File: src/rtl/ivc_pkg.sv
package ivc_pkg;
  typedef enum logic [1:0] {
    IM0       = 2'b00,
    IM_UNUSED = 2'b01,
    IM1       = 2'b10,
    IM2       = 2'b11
  } im_mode_e;

  localparam logic [15:0] NMI_VEC   = 16'h0066;
  localparam logic [15:0] FIXED_VEC = 16'h0038;
endpackage

File: src/rtl/ivc_enable.sv
module ivc_enable (
  input  logic clk_i,
  input  logic rst_ni,
  input  logic ei_i,
  input  logic di_i,
  input  logic retn_i,
  input  logic nmi_take_i,
  input  logic irq_take_i,
  output logic iff1_o,
  output logic iff2_o
);
  logic iff1_q, iff2_q;

  always_ff @(posedge clk_i or negedge rst_ni) begin
    if (!rst_ni) begin
      iff1_q <= 1'b0;
      iff2_q <= 1'b0;
    end else if (nmi_take_i) begin
      iff2_q <= iff1_q;
      iff1_q <= 1'b0;
    end else if (irq_take_i || di_i) begin
      iff1_q <= 1'b0;
      iff2_q <= 1'b0;
    end else if (ei_i) begin
      iff1_q <= 1'b1;
      iff2_q <= 1'b1;
    end else if (retn_i) begin
      iff1_q <= iff2_q;
    end
  end

  assign iff1_o = iff1_q;
  assign iff2_o = iff2_q;


  nmi_save_chk: assert property (@(posedge clk_i) disable iff (!rst_ni)
    nmi_take_i |=> (!iff1_q && iff2_q == $past(iff1_q)));

  irq_clear_chk: assert property (@(posedge clk_i) disable iff (!rst_ni)
    (irq_take_i && !nmi_take_i) |=> (!iff1_q && !iff2_q));

  irq_gate_chk: assert property (@(posedge clk_i) disable iff (!rst_ni)
    irq_take_i |-> iff1_q);
endmodule

File: src/rtl/ivc_mode.sv
module ivc_mode
  import ivc_pkg::*;
#(
  parameter int unsigned DATA_W = 8
) (
  input  logic              clk_i,
  input  logic              rst_ni,
  input  logic              im_set_i,
  input  logic [1:0]        im_sel_i,
  input  logic              ld_base_i,
  input  logic [DATA_W-1:0] data_i,
  output im_mode_e          mode_o,
  output logic [DATA_W-1:0] base_o
);
  im_mode_e          mode_q;
  logic [DATA_W-1:0] base_q;

  always_ff @(posedge clk_i or negedge rst_ni) begin
    if (!rst_ni) begin
      mode_q <= IM0;
    end else if (im_set_i) begin
      case (im_sel_i)
        2'd0:    mode_q <= IM0;
        2'd1:    mode_q <= IM1;
        2'd2:    mode_q <= IM2;
        default: mode_q <= mode_q;
      endcase
    end
  end

  always_ff @(posedge clk_i or negedge rst_ni) begin
    if (!rst_ni)        base_q <= '0;
    else if (ld_base_i) base_q <= data_i;
  end

  assign mode_o = mode_q;
  assign base_o = base_q;


  mode_legal_chk: assert property (@(posedge clk_i) disable iff (!rst_ni)
    mode_q != IM_UNUSED);

  mode_keep_chk: assert property (@(posedge clk_i) disable iff (!rst_ni)
    (im_set_i && im_sel_i == 2'd3) |=> $stable(mode_q));

  base_load_chk: assert property (@(posedge clk_i) disable iff (!rst_ni)
    ld_base_i |=> base_q == $past(data_i));
endmodule

File: src/rtl/ivc_target.sv
module ivc_target
  import ivc_pkg::*;
#(
  parameter int unsigned DATA_W = 8,
  localparam int unsigned ADDR_W = 2 * DATA_W
) (
  input  im_mode_e          mode_i,
  input  logic [DATA_W-1:0] base_i,
  input  logic [DATA_W-1:0] data_i,
  output logic [ADDR_W-1:0] tgt_o,
  output logic              bad_o
);
  logic       rst_op;
  logic [2:0] slot;

  // restart opcode: 11 sss 111
  assign rst_op = (data_i[7:6] == 2'b11) && (data_i[2:0] == 3'b111);
  assign slot   = data_i[5:3];

  always_comb begin
    tgt_o = '0;
    bad_o = 1'b0;
    case (mode_i)
      IM1:     tgt_o = ADDR_W'(FIXED_VEC);
      IM2:     tgt_o = {base_i, data_i};
      default: begin
        if (rst_op) tgt_o = ADDR_W'({slot, 3'b000});
        else        bad_o = 1'b1;
      end
    endcase
  end
endmodule

File: src/rtl/int_vec_ctrl.sv
module int_vec_ctrl
  import ivc_pkg::*;
#(
  parameter int unsigned DATA_W = 8,
  localparam int unsigned ADDR_W = 2 * DATA_W
) (
  input  logic              clk_i,
  input  logic              rst_ni,
  input  logic              boundary_i,
  input  logic              irq_i,
  input  logic              nmi_i,
  input  logic              ei_i,
  input  logic              di_i,
  input  logic              retn_i,
  input  logic              im_set_i,
  input  logic [1:0]        im_sel_i,
  input  logic              ld_base_i,
  input  logic [DATA_W-1:0] data_i,
  output logic              ack_o,
  output logic              push_o,
  output logic [ADDR_W-1:0] target_o,
  output logic              bad_op_o
);
  logic nmi_q, nmi_pend_q, nmi_req, nmi_take, irq_take;
  logic iff1, iff2;
  im_mode_e          mode;
  logic [DATA_W-1:0] base;
  logic [ADDR_W-1:0] tgt;
  logic              bad;

  assign nmi_req  = nmi_pend_q | (nmi_i & ~nmi_q);
  assign nmi_take = boundary_i & nmi_req;
  assign irq_take = boundary_i & irq_i & iff1 & ~nmi_req;

  always_ff @(posedge clk_i or negedge rst_ni) begin
    if (!rst_ni) begin
      nmi_q      <= 1'b0;
      nmi_pend_q <= 1'b0;
    end else begin
      nmi_q      <= nmi_i;
      nmi_pend_q <= nmi_req & ~nmi_take;
    end
  end

  ivc_enable u_enable (
    .clk_i, .rst_ni, .ei_i, .di_i, .retn_i,
    .nmi_take_i (nmi_take),
    .irq_take_i (irq_take),
    .iff1_o     (iff1),
    .iff2_o     (iff2)
  );

  ivc_mode #(.DATA_W(DATA_W)) u_mode (
    .clk_i, .rst_ni, .im_set_i, .im_sel_i, .ld_base_i, .data_i,
    .mode_o (mode),
    .base_o (base)
  );

  ivc_target #(.DATA_W(DATA_W)) u_target (
    .mode_i (mode),
    .base_i (base),
    .data_i,
    .tgt_o  (tgt),
    .bad_o  (bad)
  );

  always_ff @(posedge clk_i or negedge rst_ni) begin
    if (!rst_ni) begin
      ack_o    <= 1'b0;
      push_o   <= 1'b0;
      target_o <= '0;
      bad_op_o <= 1'b0;
    end else begin
      ack_o    <= nmi_take | irq_take;
      push_o   <= nmi_take | (irq_take & ~bad);
      bad_op_o <= irq_take & bad;
      if (nmi_take)      target_o <= ADDR_W'(NMI_VEC);
      else if (irq_take) target_o <= tgt;
      else               target_o <= '0;
    end
  end


  ack_boundary_chk: assert property (@(posedge clk_i) disable iff (!rst_ni)
    ack_o |-> $past(boundary_i));

  push_ack_chk: assert property (@(posedge clk_i) disable iff (!rst_ni)
    push_o |-> ack_o);

  nmi_prio_chk: assert property (@(posedge clk_i) disable iff (!rst_ni)
    (boundary_i && nmi_req) |=> (push_o && target_o == ADDR_W'(NMI_VEC)));

  iff2_hold_chk: assert property (@(posedge clk_i) disable iff (!rst_ni)
    (!nmi_take && !irq_take && !ei_i && !di_i) |=> $stable(iff2));
endmodule

File: config.mk
export PLATFORM = sky130hd
export DESIGN_NAME = int_vec_ctrl
export DESIGN_NICKNAME = d
export VERILOG_FILES = /design/src/rtl/ivc_pkg.sv /design/src/rtl/ivc_enable.sv /design/src/rtl/ivc_mode.sv /design/src/rtl/ivc_target.sv /design/src/rtl/int_vec_ctrl.sv
export SDC_FILE = /design/constraint.sdc
export NUM_CORES = 1
export LEC_CHECK = 0
export BUFFER_PORTS_ARGS = -buffer_cell sky130_fd_sc_hd__buf_2
export CAP_MARGIN = 0
export CORE_UTILIZATION = 24
export DETAILED_ROUTE_END_ITERATION = 8
export HOLD_SLACK_MARGIN = 0.02
export SYNTH_ARGS = -nofsm -noshare
export SYNTH_HDL_FRONTEND = slang
export SYNTH_HIERARCHICAL = 1
export SYNTH_SLANG_ARGS = --single-unit
File: constraint.sdc
create_clock -name clk_i -period 1.3 [get_ports clk_i]
set_clock_uncertainty 0.1 [all_clocks]
set_input_delay 0.26 -clock clk_i [delete_from_list [all_inputs] [get_ports clk_i]]
set_output_delay 0.26 -clock clk_i [all_outputs]
set_load 0.02 [all_outputs]
==> results of run 1 <==
placed cells by master (no fill, tap or decap):
cell type / instances
nand2b_2: 1
o21ai_2: 1
o21ai_0: 1
and3_1: 1
a21oi_1: 1
ha_1: 2
nand3_2: 1
a211oi_1: 3
o31ai_1: 1
a31oi_1: 2
dfrtp_2: 2
buf_12: 2
o41ai_4: 1
dlygate4sd3_1: 2
buf_6: 1
dfrtp_1: 31
and3_2: 14
nand2_1: 9
a2111oi_4: 1
mux2_4: 9
inv_1: 7
and2_2: 13
clkbuf_1: 1
clkbuf_8: 6
bufinv_16: 1
nor2b_4: 2
nor2_1: 3
nor3_4: 1
buf_2: 38
buf_4: 8
mux2i_1: 2
cells by family (layout without fill, tap and decap cells):
kind of cell	after synthesis	in the layout	synth area share
flops	33	33	0.565
compound gates	11	11	0.0556
buf+inv	11	66	0.0394
fa+ha+maj	2	2	0.0171
mux	11	11	0.106
simple gates	45	45	0.217
metal layers:
| layer | wire (µm) | track usage | vias to the layer above |
|---|---|---|---|
| li1 | - | - | 488 |
| met1 | 1280 | 0.128 | 472 |
| met2 | 1330 | 0.153 | 25 |
| met3 | 159 | 0.0320 | 6 |
| met4 | 59 | 0.0429 | 0 |
| met5 | 0 | 0 | - |
worst max-delay path, stage by stage, from the launching register on:
cell and delay [ps]:
dfrtp_1 400, nor2b_4 180, nor3_4 70, buf_6 130, a2111oi_4 300
stage by stage:
step | utilization | setup slack, ps | instances | hold slack, ps
global placement | 0.304 | -63.9 | 230 | 136
global route | 0.340 | -40.3 | 243 | 93.3
detailed placement | 0.304 | -87.4 | 230 | 129
CTS | 0.336 | 16.2 | 242 | 76.3
floorplan | - | 10.7 | 113 | -136
finish | 0.340 | 18.5 | 243 | 103
flip-flops by register name (all words and copies together), names as in the netlist:
signal / count
u_mode/mode_o: 2
target_o: 16
bad_op_o: 1
u_enable/iff2_o: 1
ack_o: 1
nmi_q: 1
u_mode/base_o: 8
u_enable/iff1_o: 1
nmi_pend_q: 1
push_o: 1
final cells by class:
type	count	area, µm²
fillers	592	3890
flip-flops and latches	33	828
multi-input cells	69	613
repair buffers	51	322
well taps	75	93.8
clock buffers	7	86.3
clock inverters	1	30.0
inverters	7	26.3
power groups by stage:
stage          sequential (W)  clock (W)  combinational (W)
3_5_place_dp          0.00115          0           0.000348
5_1_grt               0.00114    0.00105           0.000411
3_3_place_gp          0.00114          0           0.000345
2_1_floorplan         0.00116          0           0.000178
4_1_cts               0.00113   0.000996           0.000368
6_report              0.00113   0.000963           0.000370
what timing repair did:
action                                  CTS  global route
endpoints found under the hold margin    34             0
endpoints found under the setup margin   14             4
gates resized for setup                   3             3
pin swaps                                 1             1
hold buffers                              2             0
setup buffers                             2             1
cloned                                    0             0
path summary, 6_finish.rpt:
check	startpoint	to	slack, ps	depth (start not counted)
worst max-delay path	nmi_q$_DFF_PN0_	u_enable/iff1_o$_DFFE_PN0P_	20	4
worst min-delay path	di_i	u_enable/iff1_o$_DFFE_PN0P_	100	2
worst max register to register	nmi_q$_DFF_PN0_	u_enable/iff1_o$_DFFE_PN0P_	20	4
worst min register to register	u_mode/base_o[7]$_DFFE_PN0P_	u_mode/base_o[7]$_DFFE_PN0P_	400	1
max in group asynchronous	rst_ni	nmi_pend_q$_DFF_PN0_	550	3
min in group asynchronous	rst_ni	target_o[9]$_DFF_PN0_	360	3
==> flow_summary.toml, run 1 <==
[power]
p_switching_w = 0.000560
vdd.ir_drop.worst_mv = 0.518
internal_power_w = 0.00190
seqPwrFrac = 0.458
p_leak_nw = 1.08
p_comb_frac = 0.150
p_clk_frac = 0.391
swShare = 0.227
p_per_area_nw_per_um2 = 1230
power_w = 0.00246

[sta]
setup-tns-final_ps = 0
setup_violations = 0
tightest_slew_ps = 256
slew_headroom = 0.824
drv_slew = 0
finalCriticalPeriod_ps = 1280
rsz0062_at_grt = "true"
min_period_over_period = 0.986
fmaxAchievable_mhz = 780
hold_viol_final = 0

[critical_path]
startpoint_type = "flop"
crit_arrival_ps = 1360
worstPathRequired_ps = 1380
crit_type = "flop to flop"
cp_max_fo = 4
critPathCaptureType = "flop"

[logic_synthesis]
syn-mean-instance-area_um2 = 12.9
synth_most_common_cell = "dfrtp_1"
netlist_instances = 113
seq_area_frac_synth = 0.565
yosysTopAreaCell = "dfrtp_1"
synth-edff-count = 0
synth_top_area_share = 0.565
syn_nets = 135
postSynth.asyncResetShare = 1.00
synthTopCellsByArea = "dfrtp_1, mux2_4, and3_2, and2_2, nand2_1"
syn_area_um2 = 1460
synth_seq_cells = 33
yosysWarnings = 6
synth_flop_cell = "dfrtp_1"
ys_types = 25
synth_common_cells = "dfrtp_1, and3_2, and2_2, mux2_4, nand2_1"

[floorplanning]
die_width_um = 80.0
core_um2 = 5890
die_area_um2 = 6410
pin_count = 39
start_util = 0.248
die_h_um = 80.0
floorplan.rows = 28

[final_layout]
fin_area_um2 = 2000
antennaDiodeCount = 0
area_growth_pct = 36.8
drive_gt1_frac = 0.607
layout.nets = 189

[clock_network]
clock_sinks = 33
numCtsBuffers = 5
clock_latency_ps = 280
cts_tree = "done"
cts.clk_slew.worst_paths_ps = 60
ctsHtreeMaxLevel = 2
ctsRootBufferMaster = "clkbuf_8"
cts_buffer_depth = 2

[detailed_routing]
via_count = 991
drt-total-wl_mm = 2.83
dr.pass1.iters = 3
drt_iter0_drc = 32
ant_nets = 0
vias_per_cell = 4.08
drc = 0
wire_per_inst_um = 11.6

[place]
port_buffers = 38
place.gp.congestion = 0.705
placed_cell_area_um2 = 1790
place.detailed.hpwl_mm = 2.10

[global_routing]
grt_max_degree = 34
track_usage = 0.0998
grt_pass1_wl_mm = 4.71
first_global_vias = 985
grt_antenna_before_repair = 0
grt-ovfl-total = 0

[hold_path]
hp-class = "input pin to flop"

[status]
outcome = "finished clean"

[job]
drv_cap = 0
No activity file was read; power rests on OpenSTA's default activity.
==> run 2: changes to the inputs <==
--- a/config.mk
+++ b/config.mk
@@ -5,6 +5,7 @@
 export SDC_FILE = /design/constraint.sdc
 export NUM_CORES = 1
 export LEC_CHECK = 0
+export ABC_AREA = 1
 export BUFFER_PORTS_ARGS = -buffer_cell sky130_fd_sc_hd__buf_2
 export CAP_MARGIN = 0
 export CORE_UTILIZATION = 24
==> flow_summary.toml, run 2 <==
[logic_synthesis]
synth_most_common_cell = "inv_1"
yosysWarnings = 6
synth_common_cells = "inv_1, dfrtp_1, nor2_1, nand2_1"
syn-mean-instance-area_um2 = 8.55
synth_flop_cell = "dfrtp_1"
syn_area_um2 = 1450
syn_nets = 192
netlist_instances = 170
synthTopCellsByArea = "dfrtp_1, inv_1, nor2_1, nand2_1, nor2_2"
synth-edff-count = 0
synth_top_area_share = 0.568
postSynth.asyncResetShare = 1.00
ys_types = 15
synth_seq_cells = 33
seq_area_frac_synth = 0.568
yosysTopAreaCell = "dfrtp_1"

[hold_path]
hp-class = "input pin to flop"

[place]
place.gp.congestion = 0.721
place_ws_ps = 121
place.detailed.hpwl_mm = 2.14
port_buffers = 38

[floorplanning]
pin_count = 39
die_width_um = 79.8
die_area_um2 = 6370
start_util = 0.256
die_h_um = 79.8
floorplan.rows = 27
core_um2 = 5680

[detailed_routing]
vias_per_cell = 3.73
via_count = 1090
ant_nets = 0
drt-total-wl_mm = 2.88
wire_per_inst_um = 9.85
drc = 0
dr.pass1.iters = 4
drt_iter0_drc = 84

[final_layout]
drive_gt1_frac = 0.282
seq_area_um2 = 826
antennaDiodeCount = 0
final_common_cell = "inv_1"
mostFrequentLayoutCells = "inv_1, buf_2, dfrtp_1, nor2_1, nand2_1"
multi_input_area_um2 = 433
layout.nets = 242
top_register = "target_o"
nFillCells = 592
largest_reg_flops = 16
area_growth_pct = 29.2

[clock_network]
cts_tree = "done"
post-cts-setup-buffers = 0
numCtsBuffers = 5
cts.clk_slew.worst_paths_ps = 70
clock_latency_ps = 280
ctsRootBufferMaster = "clkbuf_8"
clock_sinks = 33
ctsHtreeMaxLevel = 2
cts_buffer_depth = 2
post_cts_resize_count = 0
hold_buffers = 1

[critical_path]
crit_arrival_ps = 820
cp_slowest_stage_delay_ps = 370
critPathCaptureType = "primary output"
worstPathRequired_ps = 940
cp_cell_sequence = "buf_2"
startpoint_type = "flop"
critPathBufInv = 1
cp_max_fo = 1
crit_type = "flop to primary output"
crit_family = "flip-flops"
crit_slowest_cell = "dfrtp_1"

[sta]
finalCriticalPeriod_ps = 1180
drv_slew = 0
rsz0062_at_grt = "false"
fmaxAchievable_mhz = 851
tightest_slew_ps = 358
fin_ws_ps = 125
setup_violations = 0
setup-tns-final_ps = 0
min_period_over_period = 0.904
slew_headroom = 0.761
hold_viol_final = 0

[power]
p_leak_nw = 1.06
vdd.ir_drop.worst_mv = 0.376
p_per_area_nw_per_um2 = 1150

[global_routing]
grt_pass1_wl_mm = 4.77
first_global_vias = 1044
grt_max_degree = 21
track_usage = 0.103
grt_antenna_before_repair = 0
grt-ovfl-total = 0

[job]
drv_cap = 0

[status]
outcome = "finished clean"
[run 2: metal layers]
| layer | global-route usage | part of all wire |
|---|---|---|
| met5 | 0 | 0 |
| met4 | 0.0429 | 0.016 |
| met3 | 0.0423 | 0.072 |
| met2 | 0.145 | 0.42 |
| met1 | 0.137 | 0.49 |
[run 2: cell type report]
type,count,share of cell area
flip-flops and latches,33,0.440
multi-input cells,90,0.231
repair buffers,46,0.148
inverters,44,0.0879
well taps,72,0.0480
clock buffers,7,0.0460
[run 2: worst paths after layout]
check / cells after the start / startpoint / endpoint / slack [ps]
max: 1 / bad_op_o$_DFF_PN0_ / bad_op_o / 120
min: 1 / nmi_i / nmi_q$_DFF_PN0_ / 40
max reg2reg: 5 / nmi_pend_q$_DFF_PN0_ / u_enable/iff1_o$_DFFE_PN0P_ / 190
min reg2reg: 2 / u_mode/mode_o[0]$_DFFE_PN0P_ / u_mode/mode_o[0]$_DFFE_PN0P_ / 420
max in group asynchronous: 3 / rst_ni / nmi_q$_DFF_PN0_ / 360
min in group asynchronous: 2 / rst_ni / target_o[10]$_DFF_PN0_ / 320
[run 2: report_power, final]
part,switching [W],internal (W),total (W)
combinational,0.000174,0.000106,0.000280
sequential,0.0000298,0.00108,0.00111
clock,0.000342,0.000419,0.000762
total,0.000546,0.00161,0.00215
[run 2: cell families (layout without fill, tap and decap cells)]
family                     count (synthesis)  after routing  synth area share
AOI/OAI and AO/OA                         13             13            0.0525
adders and majority gates                  2              2            0.0172
buffers and inverters                     47             97             0.134
DFF                                       33             33             0.568
and+or+nand+nor                           75             75             0.228
[run 2: stage by stage]
stage          std cells  hold slack [ps]  area, µm²   util  total power, W
2_1_floorplan        170             -136       1450      -         0.00128
3_3_place_gp         284             79.0       1780  0.314         0.00141
5_1_grt              292             38.2       1880  0.331         0.00228
4_1_cts              292             29.7       1880  0.331         0.00220
3_5_place_dp         284             85.4       1780  0.314         0.00141
6_report             292             43.9       1880  0.331         0.00215
==> run 3: changes to the inputs <==
--- a/config.mk
+++ b/config.mk
@@ -8,9 +8,10 @@
 export ABC_AREA = 1
 export BUFFER_PORTS_ARGS = -buffer_cell sky130_fd_sc_hd__buf_2
 export CAP_MARGIN = 0
-export CORE_UTILIZATION = 24
+export CORE_UTILIZATION = 46
 export DETAILED_ROUTE_END_ITERATION = 8
 export HOLD_SLACK_MARGIN = 0.02
+export PLACE_DENSITY = 0.74
 export SYNTH_ARGS = -nofsm -noshare
 export SYNTH_HDL_FRONTEND = slang
 export SYNTH_HIERARCHICAL = 1
==> flow_summary.toml, run 3 (synthesis results as in run 2) <==
[place]
place.gp.congestion = 0.797
placed_cell_area_um2 = 1730
place.detailed.hpwl_mm = 1.91
port_buffers = 38

[sta]
min_period_over_period = 0.935
finalCriticalPeriod_ps = 1220
rsz0062_at_grt = "false"
slew_headroom = 0.781
setup_violations = 0
drv_slew = 0
tightest_slew_ps = 329
hold_viol_final = 0
fmaxAchievable_mhz = 823
setup-tns-final_ps = 0

[clock_network]
cts_buffer_depth = 2
clock_latency_ps = 320
cts_tree = "done"
ctsHtreeMaxLevel = 2
clock_sinks = 33
post-cts-setup-buffers = 0
numCtsBuffers = 5
ctsRootBufferMaster = "clkbuf_4"
post_cts_resize_count = 0
hold_buffers = 3
cts.clk_slew.worst_paths_ps = 90

[critical_path]
startpoint_type = "flop"
critPathBufInv = 1
crit_arrival_ps = 860
critPathCaptureType = "primary output"
cp_cell_sequence = "buf_2"
cp_max_fo = 1
crit_slowest_cell = "dfrtp_1"
timing.rr.start = "nmi_pend_q$_DFF_PN0_"
worst-r2r-cell-count = 5
crit_type = "flop to primary output"
worstPathRequired_ps = 940
r2r_end = "u_enable/iff1_o$_DFFE_PN0P_"
crit_family = "flip-flops"
cp_slowest_stage_delay_ps = 380
r2r_setup_slack_ps = 110

[final_layout]
antennaDiodeCount = 0
final_util = 0.605
mostFrequentLayoutCells = "inv_1, buf_2, dfrtp_1, nor2_1, nand2_1"
fin_area_um2 = 1830
drive_gt1_frac = 0.281
final_common_cell = "inv_1"
layout.nets = 242
nFillCells = 287
area_growth_pct = 26.0
largest_reg_flops = 16
top_register = "target_o"

[detailed_routing]
drt_iter0_drc = 39
dr.pass1.iters = 4
vias_per_cell = 4.28
drt-total-wl_mm = 2.52
ant_nets = 0
wire_per_inst_um = 9.52
drc = 0
via_count = 1135

[power]
p_per_area_nw_per_um2 = 1100
p_leak_nw = 1.06
vdd.ir_drop.worst_mv = 0.521

[global_routing]
grt_antenna_before_repair = 0
grt_pass1_wl_mm = 4.20
grt-ovfl-total = 0
grt_max_degree = 22
track_usage = 0.171
first_global_vias = 999

[hold_path]
hold_end = "u_mode/base_o[3]$_DFFE_PN0P_"
hold_depth = 3
hp-class = "input pin to flop"
hp-start = "data_i[3]"

[job]
drv_cap = 0

[floorplanning]
die_width_um = 58.2
die_h_um = 58.2
start_util = 0.480
core_um2 = 3030
floorplan.rows = 20
pin_count = 39
die_area_um2 = 3390

[status]
outcome = "finished clean"
-- run 3: cell count changes in the layout (fill, tap and decap cells not counted) --
| cell | before | now |
|---|---|---|
| dlygate4sd3_1 | 1 | 3 |
| clkinv_2 | 0 | 1 |
| buf_4 | 5 | 3 |
| clkbuf_4 | 0 | 5 |
| clkbuf_8 | 6 | 2 |
| clkbuf_1 | 1 | 0 |
-- run 3: stage by stage --
stage	total power (W)	worst slack, ps	cells	hold slack [ps]
3_3_place_gp	0.00140	118	254	74.9
5_1_grt	0.00213	36.3	265	68.2
6_report	0.00201	84.3	265	72.2
4_1_cts	0.00204	72.9	265	64.6
3_5_place_dp	0.00140	104	254	78.9
2_1_floorplan	0.00128	65.7	170	-136
-- run 3: power breakdown --
group | switching, W | total, W | internal (W)
sequential | 0.0000279 | 0.00111 | 0.00108
combinational | 0.000173 | 0.000280 | 0.000106
clock | 0.000313 | 0.000626 | 0.000313
-- run 3: worst max path at each step --
| stage | from | end | cells past startpoint |
|---|---|---|---|
| 5_1_grt | nmi_pend_q$_DFF_PN0_ | u_enable/iff1_o$_DFFE_PN0P_ | 5 |
| 3_5_place_dp | nmi_i | u_enable/iff1_o$_DFFE_PN0P_ | 8 |
| 6_report | target_o[2]$_DFF_PN0_ | target_o[2] | 1 |
| 3_3_place_gp | nmi_i | u_enable/iff1_o$_DFFE_PN0P_ | 8 |
| 2_1_floorplan | nmi_pend_q$_DFF_PN0_ | u_enable/iff2_o$_DFFE_PN0P_ | 7 |
| 4_1_cts | target_o[12]$_DFF_PN0_ | target_o[12] | 1 |
-- run 3: routing by layer --
layer | global-route usage | vias up | wire length, µm
li1 | - | 592 | -
met1 | 0.226 | 505 | 1200
met2 | 0.266 | 33 | 1180
met3 | 0.0424 | 5 | 117
met4 | 0.0816 | 0 | 32
met5 | 0 | - | 0
-- run 3: worst reg2reg max path, cell delays in order (launching register included) --
cell and delay, ps:
dfrtp_1 430, o21ai_1 180, inv_1 80, nor2_1 130, nand2_1 80, a21oi_1 120
-- run 3: area by class of cell --
cell class	count	area, µm²	area share
clock buffer	7	65.1	0.0355
clock inverter	1	5.00	0.00273
inverter	44	165	0.0902
multi-input combinational	90	433	0.236
sequential	33	826	0.451
tap	44	55.1	0.0301
timing repair buffer	46	283	0.154
